==> src/rtl/nlc_pkg.sv <==
package nlc_pkg;

    typedef enum logic [1:0] {
        ST_IDLE,
        ST_RUN,
        ST_FEED,
        ST_DONE
    } nlc_state_e;

endpackage

==> src/rtl/gf_mult.sv <==
module gf_mult #(
    parameter int unsigned W    = 10,
    parameter logic [W-1:0] POLY = 10'h009
) (
    input  logic [W-1:0] a_i,
    input  logic [W-1:0] b_i,
    output logic [W-1:0] p_o
);

    logic [W-1:0] prod;

    always_comb begin
        logic [W-1:0] sh;
        prod = '0;
        sh   = a_i;
        for (int i = 0; i < W; i++) begin
            if (b_i[i]) prod = prod ^ sh;
            sh = {sh[W-2:0], 1'b0} ^ (sh[W-1] ? POLY : '0);
        end
    end

    assign p_o = prod;


    always_comb begin
        if (b_i == '0) begin
            zero_prod_chk: assert (p_o == '0);
        end
    end

endmodule

==> src/rtl/nlc_ctrl.sv <==
module nlc_ctrl
    import nlc_pkg::*;
#(
    parameter int unsigned N_SYM   = 820,
    parameter bit          FEED_EN = 1'b1
) (
    input  logic clk,
    input  logic rst_n,
    input  logic start_i,
    input  logic sym_valid_i,
    output logic take_o,
    output logic feed_o,
    output logic done_o
);

    localparam int unsigned CW = $clog2(N_SYM + 1);

    typedef struct packed {
        nlc_state_e    state;
        logic [CW-1:0] count;
    } ctrl_t;

    ctrl_t q, d;
    logic  take;

    always_comb begin
        d    = q;
        take = (q.state == ST_RUN) && sym_valid_i && !start_i;
        if (start_i) begin
            d.state = ST_RUN;
            d.count = '0;
        end else begin
            case (q.state)
                ST_RUN: begin
                    if (take) begin
                        d.count = q.count + 1'b1;
                        if (q.count == CW'(N_SYM - 1))
                            d.state = FEED_EN ? ST_FEED : ST_DONE;
                    end
                end
                ST_FEED: d.state = ST_DONE;
                default: ;
            endcase
        end
    end

    always_ff @(posedge clk or negedge rst_n) begin
        if (!rst_n) begin
            q.state <= ST_IDLE;
            q.count <= '0;
        end else begin
            q <= d;
        end
    end

    assign take_o = take;
    assign feed_o = (q.state == ST_FEED);
    assign done_o = (q.state == ST_DONE);


    count_bound_chk: assert property (@(posedge clk) disable iff (!rst_n)
        q.count <= CW'(N_SYM));


    done_sticky_chk: assert property (@(posedge clk) disable iff (!rst_n)
        (done_o && !start_i) |=> done_o);

endmodule

==> src/rtl/nlc_pair_mac.sv <==
module nlc_pair_mac #(
    parameter int unsigned  W    = 10,
    parameter logic [W-1:0] POLY = 10'h009
) (
    input  logic         clk,
    input  logic         rst_n,
    input  logic         clear_i,
    input  logic         take_i,
    input  logic [W-1:0] sym_i,
    output logic [W-1:0] acc_o
);

    typedef struct packed {
        logic         phase;
        logic [W-1:0] held;
        logic [W-1:0] acc;
    } mac_t;

    mac_t         q, d;
    logic [W-1:0] prod;

    gf_mult #(.W(W), .POLY(POLY)) u_mul (
        .a_i (q.held),
        .b_i (sym_i),
        .p_o (prod)
    );

    always_comb begin
        d = q;
        if (clear_i) begin
            d.phase = 1'b0;
            d.acc   = '0;
        end else if (take_i) begin
            if (!q.phase) begin
                d.held  = sym_i;
                d.phase = 1'b1;
            end else begin
                d.acc   = q.acc ^ prod;
                d.phase = 1'b0;
            end
        end
    end

    always_ff @(posedge clk or negedge rst_n) begin
        if (!rst_n) begin
            q.phase <= 1'b0;
            q.held  <= '0;
            q.acc   <= '0;
        end else begin
            q <= d;
        end
    end

    assign acc_o = q.acc;


    even_hold_chk: assert property (@(posedge clk) disable iff (!rst_n)
        (take_i && !q.phase && !clear_i) |=> $stable(q.acc));


    idle_hold_chk: assert property (@(posedge clk) disable iff (!rst_n)
        (!take_i && !clear_i) |=> ($stable(q.acc) && $stable(q.phase)));

endmodule

==> src/rtl/nl_check_gen.sv <==
module nl_check_gen #(
    parameter int unsigned N_PAIRS = 410,
    parameter logic [9:0]  MASK    = 10'h2B5,
    parameter bit          FEED_EN = 1'b1
) (
    input  logic       clk,
    input  logic       rst_n,
    input  logic       start_i,
    input  logic       sym_valid_i,
    input  logic [9:0] sym_i,
    output logic       msg_valid_o,
    output logic [9:0] msg_o,
    output logic       done_o,
    output logic [9:0] chk_o
);

    localparam int unsigned W     = 10;
    localparam logic [W-1:0] POLY = 10'h009;
    localparam int unsigned N_SYM = 2 * N_PAIRS;

    logic         take;
    logic         feed;
    logic [W-1:0] acc;

    nlc_ctrl #(.N_SYM(N_SYM), .FEED_EN(FEED_EN)) u_ctrl (
        .clk         (clk),
        .rst_n       (rst_n),
        .start_i     (start_i),
        .sym_valid_i (sym_valid_i),
        .take_o      (take),
        .feed_o      (feed),
        .done_o      (done_o)
    );

    nlc_pair_mac #(.W(W), .POLY(POLY)) u_mac (
        .clk     (clk),
        .rst_n   (rst_n),
        .clear_i (start_i),
        .take_i  (take),
        .sym_i   (sym_i),
        .acc_o   (acc)
    );

    assign chk_o       = acc ^ MASK;
    assign msg_o       = feed ? chk_o : sym_i;
    assign msg_valid_o = take | feed;


    start_clear_chk: assert property (@(posedge clk) disable iff (!rst_n)
        start_i |=> (chk_o == MASK && !done_o));


    done_hold_chk: assert property (@(posedge clk) disable iff (!rst_n)
        (done_o && !start_i) |=> $stable(chk_o));


    done_after_word_chk: assert property (@(posedge clk) disable iff (!rst_n)
        $rose(done_o) |-> $past(msg_valid_o));

endmodule

==> config.mk <==
export PLATFORM = sky130hd
export DESIGN_NAME = nl_check_gen
export DESIGN_NICKNAME = d
export VERILOG_FILES = /design/src/rtl/nlc_pkg.sv /design/src/rtl/gf_mult.sv /design/src/rtl/nlc_ctrl.sv /design/src/rtl/nlc_pair_mac.sv /design/src/rtl/nl_check_gen.sv
export SDC_FILE = /design/constraint.sdc
export NUM_CORES = 1
export LEC_CHECK = 0
export BUFFER_PORTS_ARGS = -buffer_cell sky130_fd_sc_hd__buf_4
export CORE_UTILIZATION = 30
export CTS_CLUSTER_DIAMETER = 120
export DETAILED_ROUTE_END_ITERATION = 8
export SLEW_MARGIN = 20
export SYNTH_ARGS = -nofsm -noshare
export SYNTH_HDL_FRONTEND = slang
export SYNTH_SLANG_ARGS = --single-unit
==> constraint.sdc <==
create_clock -name clk -period 2.2 [get_ports clk]
set_input_delay 0.33 -clock clk [delete_from_list [all_inputs] [get_ports clk]]
set_output_delay 0.33 -clock clk [all_outputs]
set_load 0.01 [all_outputs]
Word-level counts from Yosys, hierarchy flattened

Cells that the tools add are included.

Register bits: 33
Input port bits: 14
Output and inout port bits: 22
Logic and storage cells: 77

$add $sub $neg: 1
Eq/ne operators: 6
Muxes and demuxes: 31
Bitwise logic cells: 23
Reductions and logical operators: 11

Operators with widths:

| operator                                            | count |
|---|---|
| two-way mux 10 bit                                  | 15 |
| bitwise XOR 10 bit                                  | 10 |
| bitwise XOR 10 x 4 -> 10 bit                        | 9 |
| two-way mux 4 bit                                   | 9 |
| two-way mux 12 bit                                  | 2 |
| two-way mux 21 bit                                  | 1 |
| adder 10 x 1 -> 10 bit, second input constant       | 1 |
| equality test 10 bit, second input constant         | 1 |
| != test 3 bit, second input constant                | 2 |
| inverter 6 bit                                      | 1 |
| AND reduction 3 bit                                 | 2 |
| nonzero test 2 bit                                  | 3 |
| equality test 2 bit, second input constant          | 2 |
| case mux 2 bit (2 select lines)                     | 1 |
| AND reduction 2 bit                                 | 2 |
| nonzero test 3 bit                                  | 1 |
| equality test 2 x 1 -> 1 bit, second input constant | 1 |
| logical AND 1 bit                                   | 2 |
| two-way mux 1 bit                                   | 2 |
| two-way mux 2 bit                                   | 1 |
| inverter 1 bit                                      | 2 |
| logical NOT 1 bit                                   | 1 |
| OR 1 bit                                            | 1 |

Depth between registers and ports, before layout

Gate-level depths: netlist (run 1).

Word-level depth: 24
Depth in mapped cells: 9
Gate-level depth less buffers: 7

Hierarchy

A second synthesis (run 1) with hierarchy kept.

Cells, all modules: 402
Area total of the unflattened synthesis: 3447.1 um2

Modules (own cells, without submodules):

| module       | times used | cells each | area each (um2) | seq. area each (um2) |
|---|---|---|---|---|
| gf_mult      | 1          | 233        | 1570.3          | 0.0 |
| nlc_pair_mac | 1          | 89         | 1051.0          | 525.5 |
| nlc_ctrl     | 1          | 62         | 639.4           | 300.3 |
| nl_check_gen | 1          | 18         | 186.4           | 0.0 |

Worst setup path before layout (run 1)

No wires, ideal clock.

Kind: register -> register
Start point: register u_mac.q[14] (netlist name)
End point: register u_mac.acc_o[3] (netlist name)
Setup time: 0.078 ns
Data arrival time: 1.964 ns
Data required time: 2.122 ns
Path slack: 0.158 ns
Stages on the path, launching flop included: 9
Buffers on the path: 1
Period minus slack after synthesis: 2.042 ns
Cells stage by stage: dfrtp_1 -> buf_2 -> xor2_1 -> mux2_2 -> a22oi_1 -> xnor3_1 -> xnor2_1 -> or3_1 -> a21oi_1

Longest elaborated chain between the ends: 19
Elaborated cells on any way between the ends: 22
Those cells by class: mux: 8; bitwise: 14

Ends and longest elaborated chain:

| item                                         | RTL line           | RTL |
|---|---|---|
| start: declaration                           | nlc_pair_mac.sv:19 | `mac_t q, d;` |
| bitwise XOR 10 x 4 -> 10 bit * (5 in series) | gf_mult.sv:18      | `sh = {sh[W-2:0], 1'b0} ^ (sh[W-1] ? POLY : '0);` |
| two-way mux 4 bit *                          | gf_mult.sv:18      |  |
| bitwise XOR 10 x 4 -> 10 bit *               | gf_mult.sv:18      |  |
| bitwise XOR 10 bit                           | gf_mult.sv:17      | `if (b_i[i]) prod = prod ^ sh;` |
| two-way mux 10 bit                           | gf_mult.sv:17      |  |
| bitwise XOR 10 bit                           | gf_mult.sv:17      |  |
| two-way mux 10 bit                           | gf_mult.sv:17      |  |
| bitwise XOR 10 bit                           | gf_mult.sv:17      |  |
| two-way mux 10 bit                           | gf_mult.sv:17      |  |
| bitwise XOR 10 bit                           | gf_mult.sv:17      |  |
| two-way mux 10 bit *                         | gf_mult.sv:17      |  |
| bitwise XOR 10 bit *                         | nlc_pair_mac.sv:38 | `d.acc = q.acc ^ prod;` |
| two-way mux 10 bit *                         | nlc_pair_mac.sv:34 | `if (!q.phase) begin` |
| two-way mux 21 bit *                         | nlc_pair_mac.sv:33 | `end else if (take_i) begin` |
| two-way mux 10 bit *                         | nlc_pair_mac.sv:30 | `if (clear_i) begin` |

Every way passes the cells marked *; elsewhere a longest branch is shown, timed or not. The select of a mux whose other input is x is not followed.
A chain may end at the register's enable or synchronous reset.

Worst setup path after layout (run 1)

Start point: register u_mac.q[14] (netlist name)
End point: register u_mac.acc_o[3] (netlist name)

Longest elaborated chain between the ends: 19
Elaborated cells on any way between the ends: 22
Those cells by class: mux: 8; bitwise: 14

Ends and longest elaborated chain:

| item                                         | RTL line |
|---|---|
| bitwise XOR 10 x 4 -> 10 bit * (5 in series) | gf_mult.sv:18 |
| two-way mux 4 bit *                          | gf_mult.sv:18 |
| bitwise XOR 10 x 4 -> 10 bit *               | gf_mult.sv:18 |
| bitwise XOR 10 bit                           | gf_mult.sv:17 |
| two-way mux 10 bit                           | gf_mult.sv:17 |
| bitwise XOR 10 bit                           | gf_mult.sv:17 |
| two-way mux 10 bit                           | gf_mult.sv:17 |
| bitwise XOR 10 bit                           | gf_mult.sv:17 |
| two-way mux 10 bit                           | gf_mult.sv:17 |
| bitwise XOR 10 bit                           | gf_mult.sv:17 |
| two-way mux 10 bit *                         | gf_mult.sv:17 |
| bitwise XOR 10 bit *                         | nlc_pair_mac.sv:38 |
| two-way mux 10 bit *                         | nlc_pair_mac.sv:34 |
| two-way mux 21 bit *                         | nlc_pair_mac.sv:33 |
| two-way mux 10 bit *                         | nlc_pair_mac.sv:30 |

Marked as above.

==> results of run 1 <==
## worst max-delay path by stage
stage	from	end	slack (ns)	cells past startpoint
after floorplan	u_mac.q[14]	u_mac.acc_o[3]	0.16	8
after global placement	u_mac.q[14]	u_mac.acc_o[3]	0.11	7
final	u_mac.q[14]	u_mac.acc_o[3]	0.04	7
after CTS	u_mac.q[14]	u_mac.acc_o[3]	0.01	7
after global routing	u_mac.q[14]	u_mac.acc_o[3]	-0.03	7
after detailed placement	u_mac.q[14]	u_mac.acc_o[3]	0.06	7
## Yosys cell counts, types with 2 or more instances
cell	number	area share
buf_2	16	0.025
nand2b_1	3	0.0058
mux2_2	13	0.045
xor2_1	23	0.062
and2_1	2	0.0039
o21ai_0	18	0.028
xor2_2	2	0.010
clkbuf_1	13	0.015
mux2i_1	8	0.025
a21oi_1	14	0.022
nand4_1	4	0.0077
inv_1	11	0.013
nand3_1	7	0.011
nor3_1	2	0.0031
or3_1	8	0.015
dfrtp_1	33	0.25
o22ai_1	2	0.0039
nand3b_1	6	0.014
xnor2_1	74	0.20
nand2_1	90	0.10
nor2_1	13	0.015
o211ai_1	2	0.0046
buf_4	7	0.016
a22oi_1	8	0.019
nor2b_1	7	0.014
xnor3_1	3	0.021
## final cells by class
cell class | instances | area [µm²] | share of cell area
inverters | 11 | 41.3 | 0.0109
clock inverters | 3 | 46.3 | 0.0123
multi-input cells | 322 | 2200 | 0.584
repair buffers | 55 | 413 | 0.109
well taps | 136 | 170 | 0.0451
flip-flops and latches | 33 | 832 | 0.220
clock buffers | 5 | 68.8 | 0.0182
## critical path, stage by stage (launching register included)
cell     delay, ns
dfrtp_2       0.45
xor3_1        0.42
nand2_1       0.12
xnor2_2       0.13
xnor3_1       0.35
xnor2_1       0.15
or3_1         0.32
a21oi_1       0.15
## repair_timing
| item | CTS | global route |
|---|---|---|
| hold buffers | 0 | 0 |
| resized for setup | 0 | 8 |
| endpoints found under the hold margin | 0 | 0 |
| endpoints found under the setup margin | 0 | 11 |
## report_power, final
group	total, mW	internal (mW)	switching [mW]	leakage (nW)
Combinational	2.74	1.42	1.31	1.06
Clock	0.602	0.339	0.262	0.0543
Sequential	0.882	0.699	0.183	0.429
## stage by stage
step | hold slack, ns | cells | power, mW | utilization
after floorplan | 0.0344 | 403 | 2.96 | -
after global placement | 0.321 | 557 | 3.53 | 0.349
after detailed placement | 0.317 | 557 | 3.57 | 0.349
after CTS | 0.00125 | 565 | 4.19 | 0.360
after global routing | 0.0152 | 565 | 4.54 | 0.363
final | -0.0270 | 565 | 4.22 | 0.363
## sequential cells by signal (all words and copies together) (netlist names)
name and count:
u_mac.q 11, u_mac.acc_o 10, u_ctrl.q 12
## placed cells by master (no fill, tap or decap), types with 2 or more instances in the layout
master    instances
nor2_1           13
a22oi_1           8
nand2b_1          2
mux2_2           13
xnor2_1          73
xnor3_1           3
nor3_1            2
inv_1            11
nand3_1           7
buf_4            55
nand3b_1          6
a21oi_1          14
dfrtp_1          28
dfrtp_2           5
o21ai_0          18
o211ai_1          2
clkbuf_8          5
or3_1             8
nand4_1           4
and2_1            2
nand2_1          90
nor2b_1           7
xor2_1           23
mux2i_1           8
o22ai_1           2
## kinds of logic after synthesis
group / count (synthesis)
xor+xnor: 103
fa+ha+maj: 1
compound gates: 51
flops: 33
buf+inv: 48
simple gates: 146
mux: 21
## per-layer routing
metal / global-route usage / vias up / wire length [µm]
met4: 0.0546 / 0 / 148
met2: 0.287 / 79 / 4370
met1: 0.205 / 1393 / 3880
met3: 0.0233 / 13 / 409
li1: - / 1353 / -
met5: 0 / - / 0
==> flow_summary_export.csv, run 1 <==
group,metric,value,unit
synth,synth_area,3240,µm²
cells_and_area,drive_above_1_share,0.203,
cells_and_area,area_growth,16.5,%
run_status,violations,"hold timing",
routing,firstDrtPassIters,4,
synth,synth_top_family_by_area,"XOR/XNOR gates",
power_and_ir_drop,power_density,1120,nW/µm²
synth,synthSimpleGateAreaFrac,0.203,
synth,syn_inst,403,
clock_network,clk_pin_slew,0.08,ns
synth,synth_fa_ha_area_frac,0.00386,
die,die_w,106,µm
routing,drt-vias-per-instance,5.02,
die,initial_utilization,0.311,
synth,ys_types,40,
cells_and_area,fillCellCount,1082,
run,maxCapViolCount,0,
synth,synth_flop_cell,"dfrtp_1",
synth,synth_compound_area_frac,0.0961,
routing,drc,0,
synth,synthMuxAreaShare,0.0699,
worst_setup_path,r2r_cells,7,
timing,fin_skew,0.00831,ns
cells_and_area,antenna_cells,0,
routing,wl_per_cell,15.6,µm
worst_setup_path,worst-setup-path-type,"register to register",
clock_network,postCtsSetupRepairBufs,0,
place,placed_area,3630,µm²
die,top_level_ports,36,
clock_network,clock_path_buffers,2,
power_and_ir_drop,ir_worst_vdd,0.455,mV
worst_setup_path,cp_data_arrival_time,2.38,ns
clock_network,clock_latency,0.30,ns
place,place_hpwl,6160,µm
worst_setup_path,cp.required,2.42,ns
clock_network,cts_tree,"yes",
synth,async_flop_share,1.00,
place,io_buffers,35,
global_routing,grt.total_usage,0.164,
timing,slew_violations,0,
run_status,status,"finished, violations left",
synth,synth_edf_count,0,
synth,ys_seq_elements,33,
routing,ant_nets,0,
worst_hold_path,min_path_type,"input port to async pin",
die,die-area,11200,µm²
clock_network,cts_max_level,2,
routing,drt_wl_total,8800,µm
die,num_rows,37,
cells_and_area,nNetsFinal,443,
worst_setup_path,cp_max_fo,7,
cells_and_area,fin_area,3780,µm²
routing,num_vias,2838,
worst_setup_path,cp-start-kind,"register",
die,coreArea,10400,µm²
synth,syn_nets,418,
synth,ys_seq_area_frac,0.255,
place,gp_congestion,0.832,
timing,maxSlewHeadroom,0.615,
place,dp_slack,0.0563,ns
global_routing,grt_pass1_wl,14400,µm
clock_network,cts_made_buffers,5,
die,die_h,106,µm
clock_network,clkSinkCount,33,
timing,min_period,2.16,ns
timing,fmax,462,MHz
timing,setup_viol,0,
power_and_ir_drop,leakagePower,1.55,nW
timing,worst_pin_slew,0.576,ns
clock_network,root_buffer,"clkbuf_8",
global_routing,overflow,0,
routing,drtIter0Drc,176,
synth,avgSynthCellArea,8.04,µm²
synth,synth-xor-area-share,0.300,
global_routing,grt_max_degree,34,
worst_setup_path,cp-end-kind,"register",
global_routing,grt_pass1_vias,2838,
timing,fin_setup_tns,0,ns
timing,whs,-0.0270,ns
timing,hold_viol_final,33,
worst_setup_path,r2r_start,"u_mac.q[14]",
timing,period_share,0.983,
synth,yosys_warnings,0,
timing,layout_setup_ws,0.0375,ns
global_routing,antenna_found_initial,0,
worst_setup_path,reg2reg_slack,0.04,ns
worst_setup_path,timing.rr.end,"u_mac.acc_o[3]",
No activity file was read; power rests on OpenSTA's default activity.
==> inputs of run 2 (changes only) <==
--- a/config.mk
+++ b/config.mk
@@ -9,6 +9,7 @@
 export CORE_UTILIZATION = 30
 export CTS_CLUSTER_DIAMETER = 120
 export DETAILED_ROUTE_END_ITERATION = 8
+export HOLD_SLACK_MARGIN = 0.08
 export SLEW_MARGIN = 20
 export SYNTH_ARGS = -nofsm -noshare
 export SYNTH_HDL_FRONTEND = slang
==> flow_summary_export.csv, run 2 (synthesis gave the netlist of run 1 again) <==
group,metric,value,unit
power_and_ir_drop,power.total,4.22,mW
run_status,status,"complete, no violations",
routing,drc,0,
cells_and_area,regArea,832,µm²
clock_network,clock_path_buffers,2,
worst_setup_path,cp_data_arrival_time,2.37,ns
run,maxCapViolCount,0,
place,dp_slack,0.0563,ns
die,coreArea,10400,µm²
clock_network,postCtsSetupRepairBufs,0,
global_routing,overflow,0,
timing,worst_pin_slew,0.576,ns
cells_and_area,fillCellCount,1084,
timing,hold_viol_final,0,
clock_network,clk_pin_slew,0.08,ns
clock_network,cts_tree,"yes",
worst_setup_path,r2r_cells,7,
cells_and_area,fin_area,3790,µm²
global_routing,grt.total_usage,0.164,
timing,fin_skew,0.00828,ns
cells_and_area,final_common_cell,"nand2_1",
routing,ant_nets,0,
worst_hold_path,min_path_type,"input port to register",
worst_setup_path,cp_max_fo,7,
timing,fmax,465,MHz
power_and_ir_drop,power_density,1110,nW/µm²
place,placed_area,3630,µm²
timing,layout_setup_ws,0.0479,ns
worst_setup_path,cp.required,2.42,ns
worst_setup_path,cp-end-kind,"register",
worst_setup_path,r2r_start,"u_mac.q[14]",
cells_and_area,nNetsFinal,444,
clock_network,root_buffer,"clkbuf_8",
timing,setup_viol,0,
die,top_level_ports,36,
cells_and_area,largest_register_ffs,12,
global_routing,antenna_found_initial,0,
power_and_ir_drop,leakagePower,1.55,nW
timing,period_share,0.978,
worst_setup_path,setup.worst_path.end,"u_mac.acc_o[3]",
worst_setup_path,timing.rr.end,"u_mac.acc_o[3]",
cells_and_area,mostFrequentLayoutCells,"nand2_1, xnor2_1, buf_4",
place,place_hpwl,6160,µm
clock_network,cts_made_buffers,5,
clock_network,cts_max_level,2,
routing,num_vias,2814,
worst_setup_path,startpoint,"u_mac.q[14]",
die,die_w,106,µm
worst_hold_path,hold_start,"sym_i[6]",
global_routing,grt_pass1_vias,2841,
routing,drt-vias-per-instance,4.97,
global_routing,grt_max_degree,34,
worst_setup_path,cp-start-kind,"register",
routing,firstDrtPassIters,4,
cells_and_area,drive_above_1_share,0.202,
timing,slew_violations,0,
clock_network,clock_latency,0.30,ns
power_and_ir_drop,ir_worst_vdd,0.455,mV
cells_and_area,antenna_cells,0,
die,num_rows,37,
cells_and_area,final_util,0.363,
global_routing,grt_pass1_wl,14400,µm
timing,min_period,2.15,ns
die,initial_utilization,0.311,
routing,drt_wl_total,8750,µm
worst_setup_path,worst-setup-path-type,"register to register",
clock_network,clkSinkCount,33,
die,die_h,106,µm
routing,drtIter0Drc,163,
cells_and_area,top_register,"u_ctrl.q",
die,die-area,11200,µm²
place,gp_congestion,0.832,
cells_and_area,area_growth,16.8,%
cells_and_area,multi_input_area,2200,µm²
timing,maxSlewHeadroom,0.615,
worst_setup_path,reg2reg_slack,0.05,ns
routing,wl_per_cell,15.5,µm
place,io_buffers,35,
-- run 2: changes by cell type in the layout (fill, tap and decap cells not counted), sizes merged --
cell         delta
dlygate4sd3     +1
-- run 2: how the worst min path moves through the flow --
| stage | end | slack [ns] | cells past startpoint |
|---|---|---|---|
| 6_report | u_mac.q[16] | 0.40 | 3 |
| 5_1_grt | u_ctrl.q[9] | 0.42 | 2 |
| 4_1_cts | u_mac.q[16] | 0.40 | 3 |
| 3_5_place_dp | u_mac.acc_o[9] | 0.32 | 1 |
| 3_3_place_gp | u_mac.acc_o[9] | 0.32 | 1 |
| 2_1_floorplan | u_ctrl.q[0] | 0.03 | 0 |
-- run 2: power breakdown --
| group | switching [mW] | internal, mW | total (mW) |
|---|---|---|---|
| logic | 1.31 | 1.43 | 2.73 |
| clock network | 0.263 | 0.339 | 0.602 |
| registers | 0.180 | 0.699 | 0.879 |
| total | 1.75 | 2.46 | 4.22 |
-- run 2: cell type report --
class | count | area share
Clock buffer | 5 | 0.0182
Clock inverter | 3 | 0.0122
Sequential cell | 33 | 0.220
Timing Repair Buffer | 56 | 0.112
Inverter | 11 | 0.0109
Tap cell | 136 | 0.0449
Multi-Input combinational cell | 322 | 0.582
-- run 2: what timing repair did --
item	4_1_cts	5_1_grt
hold buffers	1	0
setup endpoints to repair	0	11
resized for setup	0	8
hold endpoints to repair	33	0
-- run 2: metal layers --
layer  vias up  global-route usage  wire length, µm
li1       1355                   -                -
met1      1382               0.206             3870
met2        68               0.287             4330
met3         9              0.0233              422
met4         0              0.0546              120
met5         -                   0                0
-- run 2: critical path: stages (launching register included) --
cell and delay (ns):
dfrtp_2 0.46, xor3_1 0.38, nand2_1 0.09, xnor2_2 0.18, xnor3_1 0.35, xnor2_1 0.15
or3_1 0.32, a21oi_1 0.15
-- run 2: per-stage QoR --
| step | hold WS, ns | setup TNS, ns | instances |
|---|---|---|---|
| after detailed placement | 0.317 | 0 | 557 |
| final | 0.403 | 0 | 566 |
| after global routing | 0.422 | -0.0300 | 566 |
| after CTS | 0.402 | 0 | 566 |
| after floorplan | 0.0344 | 0 | 403 |
| after global placement | 0.321 | 0 | 557 |
